===== config.mk =====
export PLATFORM = sky130hd
export DESIGN_NAME = burst_seq_gen
export DESIGN_NICKNAME = d
export VERILOG_FILES = /design/src/rtl/burst_pkg.sv /design/src/rtl/burst_beat_cnt.sv /design/src/rtl/burst_addr_map.sv /design/src/rtl/burst_seq_gen.sv
export SDC_FILE = /design/constraint.sdc
export NUM_CORES = 1
export LEC_CHECK = 0
export ABC_AREA = 1
export BUFFER_PORTS_ARGS = -buffer_cell sky130_fd_sc_hd__buf_4
export CORE_AREA = 2 2 39 41
export DETAILED_ROUTE_END_ITERATION = 7
export DIE_AREA = 0 0 41 43
export GPL_TIMING_DRIVEN = 0
export PLACE_DENSITY_LB_ADDON = 0.12
export RECOVER_POWER = 50
export SYNTH_ARGS = -nofsm -noshare
export SYNTH_HDL_FRONTEND = slang
export SYNTH_SLANG_ARGS = --single-unit
export TNS_END_PERCENT = 50

===== constraint.sdc =====
create_clock -name clk_i -period 1.4 [get_ports clk_i]
set_input_delay 0.14 -clock clk_i [delete_from_list [all_inputs] [get_ports clk_i]]
set_output_delay 0.14 -clock clk_i [all_outputs]
set_load 0.05 [all_outputs]

===== src/rtl/burst_pkg.sv =====
package burst_pkg;
  typedef enum logic {
    ORDER_LINEAR     = 1'b0,
    ORDER_INTERLEAVE = 1'b1
  } order_e;
endpackage


===== src/rtl/burst_beat_cnt.sv =====
module burst_beat_cnt #(
  parameter int unsigned CNT_W = 2
) (
  input  logic             clk_i,
  input  logic             rst_ni,
  input  logic             load_i,
  input  logic [CNT_W-1:0] start_i,
  input  logic             adv_ni,
  output logic [CNT_W-1:0] base_o,
  output logic [CNT_W-1:0] beat_o
);
  logic [CNT_W-1:0] base_q, beat_q;

  always_ff @(posedge clk_i or negedge rst_ni) begin
    if (!rst_ni) begin
      base_q <= '0;
      beat_q <= '0;
    end else if (load_i) begin
      base_q <= start_i;
      beat_q <= '0;
    end else if (!adv_ni) begin
      beat_q <= beat_q + 1'b1;
    end
  end

  assign base_o = base_q;
  assign beat_o = beat_q;

  p_load_r2: assert property (@(posedge clk_i) disable iff (!rst_ni)
    load_i |=> (beat_o == '0) && (base_o == $past(start_i)));
  p_step_r3: assert property (@(posedge clk_i) disable iff (!rst_ni)
    (!load_i && !adv_ni) |=> beat_o == CNT_W'($past(beat_o) + 1'b1));
  p_hold_r4: assert property (@(posedge clk_i) disable iff (!rst_ni)
    (!load_i && adv_ni) |=> $stable(beat_o) && $stable(base_o));
  p_wrap_r7: assert property (@(posedge clk_i) disable iff (!rst_ni)
    (!load_i && !adv_ni && (&beat_o)) |=> beat_o == '0);
  p_load_wins_r8: assert property (@(posedge clk_i) disable iff (!rst_ni)
    (load_i && !adv_ni) |=> beat_o == '0);
endmodule


===== src/rtl/burst_addr_map.sv =====
module burst_addr_map
  import burst_pkg::*;
#(
  parameter int unsigned CNT_W = 2
) (
  input  logic             mode_i,
  input  logic [CNT_W-1:0] base_i,
  input  logic [CNT_W-1:0] beat_i,
  output logic [CNT_W-1:0] addr_o
);
  logic [CNT_W-1:0] ilv_addr, lin_addr;

  // interleaved order is a bitwise flip, so each bit stands alone
  for (genvar b = 0; b < CNT_W; b++) begin : g_ilv
    assign ilv_addr[b] = base_i[b] ^ beat_i[b];
  end

  assign lin_addr = base_i + beat_i;

  always_comb begin
    if (order_e'(mode_i) == ORDER_INTERLEAVE) addr_o = ilv_addr;
    else                                      addr_o = lin_addr;
  end
endmodule


===== src/rtl/burst_seq_gen.sv =====
module burst_seq_gen #(
  parameter int unsigned CNT_W = 2
) (
  input  logic             clk_i,
  input  logic             rst_ni,
  input  logic             load_i,
  input  logic [CNT_W-1:0] start_i,
  input  logic             adv_ni,
  input  logic             mode_i,
  output logic [CNT_W-1:0] addr_o,
  output logic [CNT_W-1:0] beat_o
);
  logic [CNT_W-1:0] base;

  burst_beat_cnt #(.CNT_W(CNT_W)) u_cnt (
    .clk_i  (clk_i),
    .rst_ni (rst_ni),
    .load_i (load_i),
    .start_i(start_i),
    .adv_ni (adv_ni),
    .base_o (base),
    .beat_o (beat_o)
  );

  burst_addr_map #(.CNT_W(CNT_W)) u_map (
    .mode_i (mode_i),
    .base_i (base),
    .beat_i (beat_o),
    .addr_o (addr_o)
  );

  p_load_addr_r2: assert property (@(posedge clk_i) disable iff (!rst_ni)
    load_i |=> addr_o == $past(start_i));
  p_load_wins_addr_r8: assert property (@(posedge clk_i) disable iff (!rst_ni)
    (load_i && !adv_ni) |=> addr_o == $past(start_i));
endmodule


# Word-level counts from Yosys, hierarchy flattened

Index checks and enable logic that the tools add are counted.

Register bits after elaboration: 4
Input bits: 7
Output and inout port bits: 4

Add/sub/neg operators: 2
Eq/ne operators: 1
Mux-type cells: 3
Bitwise gates (word level): 2

Operators by type and width:

| cell                  | number |
|---|---|
| $mux W2               | 3 |
| $add A2 B1 Y2 const B | 1 |
| $add A2 B2 Y2         | 1 |
| $ne A2 B2 Y1 const B  | 1 |
| $xor A1 B1 Y1         | 2 |

# Depth between registers and ports, before layout

Gate-level depths: netlist (run 1).

Word-level depth: 3
Gate-level depth with buffers: 6
Depth with buffers taken out: 6

# Modules after synthesis

From an unflattened synthesis (run 1), not the netlist that was laid out.

Cells, all modules: 35
Area, all modules: 230.2 um2

Modules (own cells, without submodules):

| module         | times used | cells each | area each (um2) |
|---|---|---|---|
| burst_beat_cnt | 1          | 20         | 162.7 |
| burst_addr_map | 1          | 15         | 67.6 |

# Least setup slack after synthesis (run 1)

Ideal clock, no wire load.

Path type: flip-flop to output port
Start: reg u_cnt.beat_q[0], in the netlist u_cnt.beat_o[0]
End: out addr_o[1]
Data arrival time: 1.386 ns
Required time: 1.260 ns
Slack: -0.126 ns
Stages on the path, launching flop included: 6
Buffers on the path: 0
Cells stage by stage: dfrtp_1 -> ha_1 -> nand2_1 -> nand3_1 -> nand2_1 -> inv_1

Word-level cells in the longest chain between the ends: 2

RTL lines:

| item                   | RTL line             | source |
|---|---|---|
| start, declared        | burst_beat_cnt.sv:12 | `logic [CNT_W-1:0] base_q, beat_q;` |
| start signal, assigned | burst_beat_cnt.sv:22 | `beat_q <= beat_q + 1'b1;` |
| $add A2 B2 Y2          | burst_addr_map.sv:18 | `assign lin_addr = base_i + beat_i;` |
| $mux W2                | burst_addr_map.sv:21 | `if (order_e'(mode_i) == ORDER_INTERLEAVE) addr_o = ilv_addr;` |
| end, declared          | burst_seq_gen.sv:10  | `output logic [CNT_W-1:0] addr_o,` |

Every way passes these cells.

# Final worst setup path (run 1)

Same ends and word-level chain as after synthesis.

==> impl_metrics.env, run 1 <==
export IMPL_final_period_minus_worst_setup_slack_ns=1.36
export IMPL_timing_max_transition_violations_final=0
export IMPL_fin_worst_skew_ns=0.00193
export IMPL_layout_nets=58
export IMPL_n_antenna_cell=0
export IMPL_avgSynthCellArea_um2=6.96
export IMPL_drt_pre_antenna_iters=4
export IMPL_wire_per_inst_um=7.71
export IMPL_reg2reg_to="u_cnt.beat_o[0]$_DFFE_PN0P_"
export IMPL_yosysTopAreaCellShare_pct=44.9
export IMPL_dr_first_iter_drc_count=4
export IMPL_critPathRequiredTime_ns=1.26
export IMPL_setup_slack_ns=0.0406
export IMPL_min_path_type="in -> reg"
export IMPL_power_per_cell_area_mw_per_mm2=1120
export IMPL_yosys_area_share_xor_xnor_pct=0
export IMPL_grt_ovfl_total=0
export IMPL_final_core_utilization_pct=26.9
export IMPL_vias=242
export IMPL_power_frac_clock_pct=37.2
export IMPL_reg2reg_slack_ns=0.51
export IMPL_min_delay_worst_endpoint="u_cnt.base_o[0]$_DFFE_PN0P_"
export IMPL_grt_first_pass_wirelength_um=903
export IMPL_die_area_mm2=0.00176
export IMPL_critPathLaunchType="flop"
export IMPL_worstRegToRegCells=3
export IMPL_syn_num_nets=40
export IMPL_antenna_found_initial=0
export IMPL_routed_via_density=3.72
export IMPL_combPwrFrac_pct=30.9
export IMPL_power_static_leakage_nw=0.202
export IMPL_synthDominantAreaCellType="dfrtp_1"
export IMPL_synth_adder_area_share_pct=5.62
export IMPL_min_from="start_i[0]"
export IMPL_area_growth_syn_to_layout_pct=67.4
export IMPL_core_area_mm2=0.00138
export IMPL_worstMarginPinSlew_ns=0.212
export IMPL_worst_setup_path_type="reg -> out"
export IMPL_total_switching_power_mw=0.136
export IMPL_synth_compound_gate_area_share_pct=8.99
export IMPL_worstHoldPathCells=3
export IMPL_clk_insertion_delay_late_ns=0.23
export IMPL_setup_viol_count_final=0
export IMPL_num_fill_cells=168
export IMPL_power_internal_mw=0.283
export IMPL_core_rowCount=14
export IMPL_floorplan_die_width_um=41
export IMPL_synth_top_family_by_area="simple AND/OR/NAND/NOR gates"
export IMPL_ff_latch_area_um2=101
export IMPL_setup_repair_after_global_routing_missed_its_margin="true"
export IMPL_detailed_place_hpwl_um=404
export IMPL_cell_types_with_the_largest_area_share_after_synthesis="dfrtp_1 45%, nand2_1 19%, inv_1 10%"
export IMPL_pre_cts_ws_ns=0.193
export IMPL_drive_above_1_share_pct=34.7
export IMPL_clockRootBuffer="clkbuf_4"
export IMPL_cts_sink_count=4
export IMPL_postLayoutCellArea_um2=373
export IMPL_fin_cells=65
export IMPL_ant_nets=0
export IMPL_synth_ff_latch_count=4
export IMPL_globalRouteTotalUtil_pct=8.46
export IMPL_numPortBuffers=10
export IMPL_multi_input_comb_area_um2=98.8
export IMPL_power_switching_share_pct=32.5
export IMPL_regToRegStartpoint="u_cnt.beat_o[0]$_DFFE_PN0P_"
export IMPL_fin_worst_hold_slack_ns=0.105
export IMPL_final_min_period_over_clock_period_pct=97.1
export IMPL_tritoncts_clock_tree="yes"
export IMPL_max_buffers_root_to_sink=2
export IMPL_dp_cells=58
export IMPL_drcViolationCount=0
export IMPL_finalHoldViolCount=0
export IMPL_worstSetupEndpointType="output pin"
export IMPL_start_util_pct=16.1
export IMPL_share_seq_of_total_power_pct=31.9
export IMPL_postSynthCellCount=32
export IMPL_timing_max_cap_violations=0
export IMPL_grt_max_degree=7
export IMPL_cts_buf_count=3
export IMPL_grt_pass1_vias=232
export IMPL_timing_slew_headroom_pct=85.8
export IMPL_power_ir_vdd_worst_uv=430
export IMPL_total_power_mw=0.419
export IMPL_die_height_um=43
export IMPL_cp_max_fo=2
export IMPL_synth_seq_area_share_pct=44.9
export IMPL_synth_warning_count=0
export IMPL_htree_num_levels=1
export IMPL_cp_data_arrival_time_ns=1.22
export IMPL_run_status="completed"
export IMPL_path_clk_slew_ns=0.04
export IMPL_design_portCount=11
export IMPL_yosys_mux_area_fraction_pct=0
export IMPL_dpl_cell_area_um2=319
export IMPL_gpl_final_weighted_congestion=0.654
export IMPL_post_route_wl_um=501
export IMPL_max_freq_mhz=736
export IMPL_setup_total_negative_slack_ns=0
export IMPL_netlist_area_um2=223
export IMPL_yosysUniqueCellTypes=9
export IMPL_synth_simple_gate_area_share_pct=28.7
==> final cells by class <==
| cell class | count | area share (%) |
|---|---|---|
| Inverter | 7 | 7.05 |
| Clock buffer | 4 | 7.05 |
| Timing Repair Buffer | 13 | 26.8 |
| Multi-Input combinational cell | 21 | 26.5 |
| Tap cell | 16 | 5.37 |
| Sequential cell | 4 | 27.2 |
==> power by group through the flow <==
stage | clock, mW | sequential (mW) | combinational (mW)
4_1_cts | 0.164 | 0.134 | 0.128
3_3_place_gp | 0 | 0.137 | 0.115
6_report | 0.156 | 0.134 | 0.129
3_5_place_dp | 0 | 0.137 | 0.116
5_1_grt | 0.185 | 0.135 | 0.142
2_1_floorplan | 0 | 0.150 | 0.0636
==> cells by family (layout without fill, tap and decap cells) <==
family          count (synthesis)  in the layout
flops                           4              4
simple gates                   16             16
fa+ha+maj                       1              1
compound gates                  4              4
buf+inv                         7             24
==> what timing repair did <==
action,in CTS,in global routing
setup endpoints to repair,1,1
hold buffers,1,0
setup buffers,1,1
hold endpoints to repair,4,0
gates resized for setup,2,0
==> layout by cell type, fill, tap and decap left out <==
| cell | Yosys | final |
|---|---|---|
| dfrtp_1 | 4 | 3 |
| ha_2 | 0 | 1 |
| inv_1 | 6 | 6 |
| clkbuf_1 | 0 | 2 |
| o21ai_0 | 2 | 2 |
| nand2_1 | 11 | 11 |
| nor2_1 | 2 | 2 |
| clkbuf_4 | 0 | 3 |
| inv_2 | 1 | 1 |
| dlygate4sd3_1 | 0 | 1 |
| a21oi_1 | 2 | 2 |
| buf_4 | 0 | 10 |
| nand3_1 | 3 | 3 |
| buf_6 | 0 | 1 |
| dfrtp_2 | 0 | 1 |
==> synth_stat cells, drive strengths merged <==
master  number
nand3        3
a21oi        2
dfrtp        4
ha           1
inv          7
o21ai        2
nand2       11
nor2         2
==> worst max-delay path, cell delays in order (launching register included) <==
cell and delay [ns]:
dfrtp_2 0.40, ha_2 0.19, inv_1 0.05, nor2_1 0.04, nand3_1 0.05, nand2_1 0.05, inv_1 0.06, buf_6 0.15
==> registers in the layout (all words and copies together) (netlist names) <==
| register | flops |
|---|---|
| u_cnt.base_o | 2 |
| u_cnt.beat_o | 2 |
==> routing by layer <==
metal  up-vias  track usage, %  wire length [µm]
li1        133               -                 -
met2         9            9.06               210
met1        98            9.74               219
met5         -               0                 0
met3         2            5.24                62
met4         0            10.0                 8
==> worst max-delay path by stage <==
stage	start	end
after floorplan	u_cnt.beat_o[0]$_DFFE_PN0P_	addr_o[1]
after global placement	u_cnt.beat_o[0]$_DFFE_PN0P_	addr_o[1]
after detailed placement	u_cnt.beat_o[0]$_DFFE_PN0P_	addr_o[1]
after CTS	u_cnt.beat_o[0]$_DFFE_PN0P_	addr_o[1]
after global routing	u_cnt.base_o[0]$_DFFE_PN0P_	addr_o[1]
final	u_cnt.beat_o[0]$_DFFE_PN0P_	addr_o[1]
No activity file was read; power rests on OpenSTA's default activity.
==> inputs of run 2 (changes only) <==
--- a/config.mk
+++ b/config.mk
@@ -15,5 +15,6 @@
 export RECOVER_POWER = 50
 export SYNTH_ARGS = -nofsm -noshare
 export SYNTH_HDL_FRONTEND = slang
+export SYNTH_HIERARCHICAL = 1
 export SYNTH_SLANG_ARGS = --single-unit
 export TNS_END_PERCENT = 50
==> run 2 against run 1 <==
Sequential cell count did not move. Final cell count increased by 4.6%. Register-to-register slack barely moved. Sequential power about the same. Core utilization increased by 1.3 points. Global-route usage decreased by 2.1 points. First-iteration DRC count fell by 100%. Area after synthesis up 3.4%. Hold slack improved by 0.0035 ns. Die area is the same. Routed wire length down 2.6%. Critical path depth decreased by 1. Critical path type unchanged. Largest power group unchanged.
==> impl_metrics.env, run 2 <==
export IMPL_run_status="completed"
export IMPL_syn_num_nets=43
export IMPL_critPathRequiredTime_ns=1.26
export IMPL_floorplan_die_width_um=41
export IMPL_post_synth_top_count_cell="nand2_1"
export IMPL_vias=246
export IMPL_core_area_mm2=0.00138
export IMPL_htree_num_levels=1
export IMPL_setup_repair_after_global_routing_missed_its_margin="true"
export IMPL_min_from="start_i[1]"
export IMPL_yosys_area_share_xor_xnor_pct=0
export IMPL_total_switching_power_mw=0.140
export IMPL_yosysTopAreaCellShare_pct=43.5
export IMPL_clk_insertion_delay_late_ns=0.24
export IMPL_setup_slack_ns=0.0636
export IMPL_die_area_mm2=0.00176
export IMPL_reg2reg_to="u_cnt/beat_o[1]$_DFFE_PN0P_"
export IMPL_clockRootBuffer="clkbuf_4"
export IMPL_num_fill_cells=168
export IMPL_drcViolationCount=0
export IMPL_synth_seq_area_share_pct=43.5
export IMPL_power_ir_vdd_worst_uv=479
export IMPL_globalRouteTotalUtil_pct=6.35
export IMPL_synth_simple_gate_area_share_pct=37.5
export IMPL_post_route_wl_um=488
export IMPL_worstSetupEndpointType="output pin"
export IMPL_setup_viol_count_final=0
export IMPL_timing_slew_headroom_pct=85.1
export IMPL_setup_total_negative_slack_ns=0
export IMPL_design_portCount=11
export IMPL_synth_warning_count=6
export IMPL_power_frac_clock_pct=36.8
export IMPL_pre_cts_ws_ns=0.214
export IMPL_dr_first_iter_drc_count=0
export IMPL_ff_latch_area_um2=101
export IMPL_grt_max_degree=7
export IMPL_tritoncts_clock_tree="yes"
export IMPL_numPortBuffers=10
export IMPL_synth_adder_area_share_pct=5.43
export IMPL_die_height_um=43
export IMPL_max_buffers_root_to_sink=2
export IMPL_share_seq_of_total_power_pct=31.9
export IMPL_layout_nets=61
export IMPL_netlist_area_um2=230
export IMPL_layout_cells_most_common_list="15 x nand2_1, 10 x buf_4, 4 x nor2_1, 4 x inv_1"
export IMPL_antenna_found_initial=0
export IMPL_fin_worst_hold_slack_ns=0.109
export IMPL_power_static_leakage_nw=0.213
export IMPL_gpl_final_weighted_congestion=0.575
export IMPL_fin_worst_skew_ns=0.0000599
export IMPL_worstRegToRegCells=3
export IMPL_timing_max_cap_violations=0
export IMPL_path_clk_slew_ns=0.04
export IMPL_start_util_pct=16.6
export IMPL_cp_data_arrival_time_ns=1.20
export IMPL_postSynth_topFlopCell="dfrtp_1"
export IMPL_layout_cells_most_common="nand2_1"
export IMPL_cts_sink_count=4
export IMPL_min_path_type="in -> reg"
export IMPL_synthDominantAreaCellType="dfrtp_1"
export IMPL_regToRegStartpoint="u_cnt/beat_o[0]$_DFFE_PN0P_"
export IMPL_drt_pre_antenna_iters=1
export IMPL_power_per_cell_area_mw_per_mm2=1090
export IMPL_netlist_top_cells_count="15 x nand2_1, 5 x inv_1, 4 x dfrtp_1, 4 x nor2_1, 3 x nand3_1"
export IMPL_core_rowCount=14
export IMPL_grt_first_pass_wirelength_um=710
export IMPL_avgSynthCellArea_um2=6.58
export IMPL_area_growth_syn_to_layout_pct=69.6
export IMPL_multi_input_comb_area_um2=116
export IMPL_final_min_period_over_clock_period_pct=95.5
export IMPL_cts_buf_count=3
export IMPL_synth_top_family_by_area="simple AND/OR/NAND/NOR gates"
export IMPL_synth_ff_latch_count=4
export IMPL_timing_max_transition_violations_final=0
export IMPL_n_antenna_cell=0
export IMPL_grt_pass1_vias=187
export IMPL_max_freq_mhz=748
export IMPL_yosysUniqueCellTypes=8
export IMPL_cell_types_with_the_largest_area_share_after_synthesis="dfrtp_1 43%, nand2_1 24%, inv_1 8.2%"
export IMPL_min_delay_worst_endpoint="u_cnt/base_o[1]$_DFFE_PN0P_"
export IMPL_ant_nets=0
export IMPL_yosys_mux_area_fraction_pct=0
export IMPL_reg2reg_slack_ns=0.52
export IMPL_synth_edff_count=0
export IMPL_grt_ovfl_total=0
export IMPL_asyncSetResetFlopFracSynth_pct=100
export IMPL_wire_per_inst_um=7.18
export IMPL_finalHoldViolCount=0
export IMPL_worstMarginPinSlew_ns=0.224
export IMPL_synth_compound_gate_area_share_pct=2.17
export IMPL_cp_max_fo=2
export IMPL_worst_setup_path_type="reg -> out"
export IMPL_detailed_place_hpwl_um=374
export IMPL_final_period_minus_worst_setup_slack_ns=1.34
export IMPL_worstHoldPathCells=3
export IMPL_drive_above_1_share_pct=36.5
export IMPL_postSynthCellCount=35
export IMPL_power_switching_share_pct=32.9
export IMPL_critPathLaunchType="flop"
export IMPL_combPwrFrac_pct=31.3
export IMPL_routed_via_density=3.62
export IMPL_total_power_mw=0.426
export IMPL_power_internal_mw=0.286
run 2: cell types whose count changed after synthesis:
cell / delta
nand2_1: +4
nor2_1: +2
o21ai_0: -2
a21oi_1: -1
inv_1: -1
inv_2: +1
run 2: per-layer routing:
metal / vias to the layer above / track usage [%] / share of wire [%]
met1: 99 / 7.49 / 47
met4: 0 / 4.00 / 0
met5: - / 0 / 0
li1: 136 / - / -
met2: 11 / 7.81 / 40
met3: 0 / 4.71 / 12
run 2: area by class of cell:
| type | instances | area share, % |
|---|---|---|
| Sequential cell | 4 | 26.0 |
| Tap cell | 16 | 5.13 |
| Inverter | 7 | 6.73 |
| Clock buffer | 4 | 6.73 |
| Timing Repair Buffer | 13 | 25.6 |
| Multi-Input combinational cell | 24 | 29.8 |
run 2: worst max-delay path, stage by stage (launching register included):
cell and delay, ns:
dfrtp_2 0.42, ha_4 0.17, nand2_1 0.06, nand3_1 0.07, nand2_1 0.06, inv_1 0.04, buf_6 0.14
run 2: stage by stage:
stage	utilization (%)	cell area, µm²	std cells
after floorplan	-	231	35
after global placement	23.6	327	61
after detailed placement	23.6	327	61
after CTS	27.0	374	67
after global routing	28.2	390	68
final	28.2	390	68
run 2: cells by family after synthesis:
logic type               count (synthesis)
AO/OA/AOI/OAI                            1
flip-flops                               4
buffers and inverters                    7
adder cells (fa/ha/maj)                  1
AND/OR/NAND/NOR                         22
run 2: power groups by stage:
| stage | registers (mW) | logic [mW] | clock network, mW |
|---|---|---|---|
| after global routing | 0.137 | 0.146 | 0.174 |
| after detailed placement | 0.137 | 0.118 | 0 |
| final | 0.136 | 0.133 | 0.157 |
| after global placement | 0.138 | 0.118 | 0 |
| after CTS | 0.134 | 0.130 | 0.164 |
| after floorplan | 0.150 | 0.0656 | 0 |
run 2: how the worst max path moves through the flow:
stage	start	endpoint	slack, ns	depth (start not counted)
floorplan	u_cnt/beat_o[0]$_DFFE_PN0P_	addr_o[1]	0.03	6
global placement	u_cnt/beat_o[0]$_DFFE_PN0P_	addr_o[1]	0.21	7
detailed placement	u_cnt/beat_o[0]$_DFFE_PN0P_	addr_o[1]	0.21	7
CTS	u_cnt/base_o[0]$_DFFE_PN0P_	addr_o[1]	0.01	7
global route	u_cnt/base_o[0]$_DFFE_PN0P_	addr_o[1]	-0.01	7
finish	u_cnt/beat_o[0]$_DFFE_PN0P_	addr_o[1]	0.06	6
run 2: timing repair:
item / CTS / global route
hold buffers: 1 / 0
gates resized for setup: 1 / 3
endpoints found under the hold margin: 4 / 0
pin swaps: 0 / 1
buffers inserted: 1 / 1
cloned: 0 / 0
setup endpoints to repair: 1 / 1
==> inputs of run 3 (changes only) <==
==> constraint.sdc (replaced) <==
create_clock -name clk_i -period 1.4 [get_ports clk_i]
set_input_delay 0.07 -clock clk_i [delete_from_list [all_inputs] [get_ports clk_i]]
set_output_delay 0.07 -clock clk_i [all_outputs]
set_load 0.05 [all_outputs]
==> run 3 against run 2 <==
Largest cell class unchanged. Core utilization fell by 1.1 points. Clock power barely moved. Global-route usage is 0.20 points lower.
==> impl_metrics.env, run 3 (synthesis results as in run 2) <==
export IMPL_wire_per_inst_um=7.17
export IMPL_die_height_um=43
export IMPL_min_path_type="in -> reg"
export IMPL_slowest_delay_ns=0.44
export IMPL_worstSetupEndpointType="output pin"
export IMPL_drcViolationCount=0
export IMPL_grt_max_degree=7
export IMPL_globalRouteTotalUtil_pct=6.15
export IMPL_timing_slew_headroom_pct=84.6
export IMPL_cts_sink_count=4
export IMPL_power_ir_vdd_worst_uv=469
export IMPL_core_rowCount=14
export IMPL_drive_above_1_share_pct=32.0
export IMPL_power_static_leakage_nw=0.203
export IMPL_dr_first_iter_drc_count=0
export IMPL_regToRegStartpoint="u_cnt/beat_o[0]$_DFFE_PN0P_"
export IMPL_max_freq_mhz=769
export IMPL_detailed_place_hpwl_um=374
export IMPL_design_portCount=11
export IMPL_critPathRequiredTime_ns=1.33
export IMPL_core_area_mm2=0.00138
export IMPL_final_core_utilization_pct=27.1
export IMPL_critPathLaunchType="flop"
export IMPL_cts_buf_count=3
export IMPL_num_fill_cells=166
export IMPL_cp_common_cell="inv_1"
export IMPL_fin_cells=66
export IMPL_layout_cells_most_common_list="15 x nand2_1, 8 x buf_4, 5 x inv_1"
export IMPL_setup_total_negative_slack_ns=0
export IMPL_min_from="start_i[1]"
export IMPL_htree_num_levels=1
export IMPL_grt_ovfl_total=0
export IMPL_floorplan_die_width_um=41
export IMPL_worstMarginPinSlew_ns=0.231
export IMPL_cp_max_fo=6
export IMPL_gpl_final_weighted_congestion=0.575
export IMPL_post_route_wl_um=473
export IMPL_cts_setup_buffers=0
export IMPL_run_status="completed"
export IMPL_clockRootBuffer="clkbuf_4"
export IMPL_area_growth_syn_to_layout_pct=63.0
export IMPL_path_clk_slew_ns=0.04
export IMPL_setup_repair_after_global_routing_missed_its_margin="false"
export IMPL_cp_data_arrival_time_ns=1.23
export IMPL_final_min_period_over_clock_period_pct=92.9
export IMPL_antenna_found_initial=0
export IMPL_dp_cells=61
export IMPL_timing_max_cap_violations=0
export IMPL_start_util_pct=16.6
export IMPL_timing_max_transition_violations_final=0
export IMPL_setup_viol_count_final=0
export IMPL_layout_cells_most_common="nand2_1"
export IMPL_final_period_minus_worst_setup_slack_ns=1.30
export IMPL_clk_insertion_delay_late_ns=0.24
export IMPL_worst_setup_path_type="reg -> out"
export IMPL_numPortBuffers=10
export IMPL_drt_pre_antenna_iters=1
export IMPL_tritoncts_clock_tree="yes"
export IMPL_max_buffers_root_to_sink=2
export IMPL_routed_via_density=3.65
export IMPL_finalHoldViolCount=0
export IMPL_n_antenna_cell=0
export IMPL_cp_cell_sequence="ha_4, inv_1, nor2_1, nand3_1, nand2_1, inv_1, buf_6"
export IMPL_ant_nets=0
export IMPL_layout_nets=59
export IMPL_crit_start="u_cnt/beat_o[0]$_DFFE_PN0P_"
export IMPL_power_per_cell_area_mw_per_mm2=1120
export IMPL_vias=241
export IMPL_grt_first_pass_wirelength_um=683
export IMPL_fin_worst_skew_ns=0.0000618
export IMPL_die_area_mm2=0.00176
export IMPL_critPathSlowestCell="dfrtp_2"
export IMPL_grt_pass1_vias=179
[run 3: metrics by stage]
| step | worst slack (ns) | hold WS, ns | area (µm²) | power, mW |
|---|---|---|---|---|
| 3_5_place_dp | 0.284 | -0.131 | 327 | 0.256 |
| 4_1_cts | 0.0278 | 0.0350 | 363 | 0.422 |
| 2_1_floorplan | 0.102 | -0.226 | 231 | 0.215 |
| 3_3_place_gp | 0.279 | -0.129 | 327 | 0.256 |
| 6_report | 0.0996 | 0.0389 | 375 | 0.419 |
| 5_1_grt | 0.0137 | 0.0433 | 375 | 0.450 |
[run 3: layout make-up]
class	count	area (µm²)	area share, %
Tap cell	16	20.0	5.33
Clock buffer	4	26.3	7.00
Sequential cell	4	101	27.0
Inverter	7	26.3	7.00
Multi-Input combinational cell	24	116	31.0
Timing Repair Buffer	11	85.1	22.7
[run 3: worst max-delay path, delay by kind of cell, from the launching register on]
kind          cells  cell delay, ns
simple gates      3            0.13
fa+ha+maj         1            0.17
flops             1            0.44
buf+inv           3            0.25
[run 3: layer usage]
| layer | global-route usage [%] | wire [µm] | up-vias |
|---|---|---|---|
| met1 | 7.17 | 230 | 98 |
| met5 | 0 | 0 | - |
| met2 | 7.50 | 182 | 11 |
| met3 | 4.71 | 60 | 0 |
| met4 | 4.00 | 0 | 0 |
| li1 | - | - | 132 |
[run 3: where the power goes]
| group | switching [mW] | total (mW) | internal (mW) |
|---|---|---|---|
| registers | 0.0122 | 0.138 | 0.126 |
| clock network | 0.0497 | 0.157 | 0.107 |
| logic | 0.0770 | 0.124 | 0.0468 |
| total | 0.139 | 0.419 | 0.280 |
[run 3: repair_timing]
item                                    in CTS  in global routing
endpoints found under the setup margin       0                  1
hold buffers                                 1                  0
endpoints found under the hold margin        4                  0
resized for setup                            0                  3
[run 3: path summary, 6_finish.rpt]
check,depth (start not counted),slack [ns],endpoint
worst max-delay path,7,0.1,addr_o[1]
worst min-delay path,3,0.04,u_cnt/base_o[1]$_DFFE_PN0P_
worst max register to register,2,0.63,u_cnt/beat_o[1]$_DFFE_PN0P_
worst min register to register,2,0.52,u_cnt/base_o[1]$_DFFE_PN0P_
max in group asynchronous,2,0.99,u_cnt/beat_o[0]$_DFFE_PN0P_
min in group asynchronous,2,0.20,u_cnt/beat_o[1]$_DFFE_PN0P_
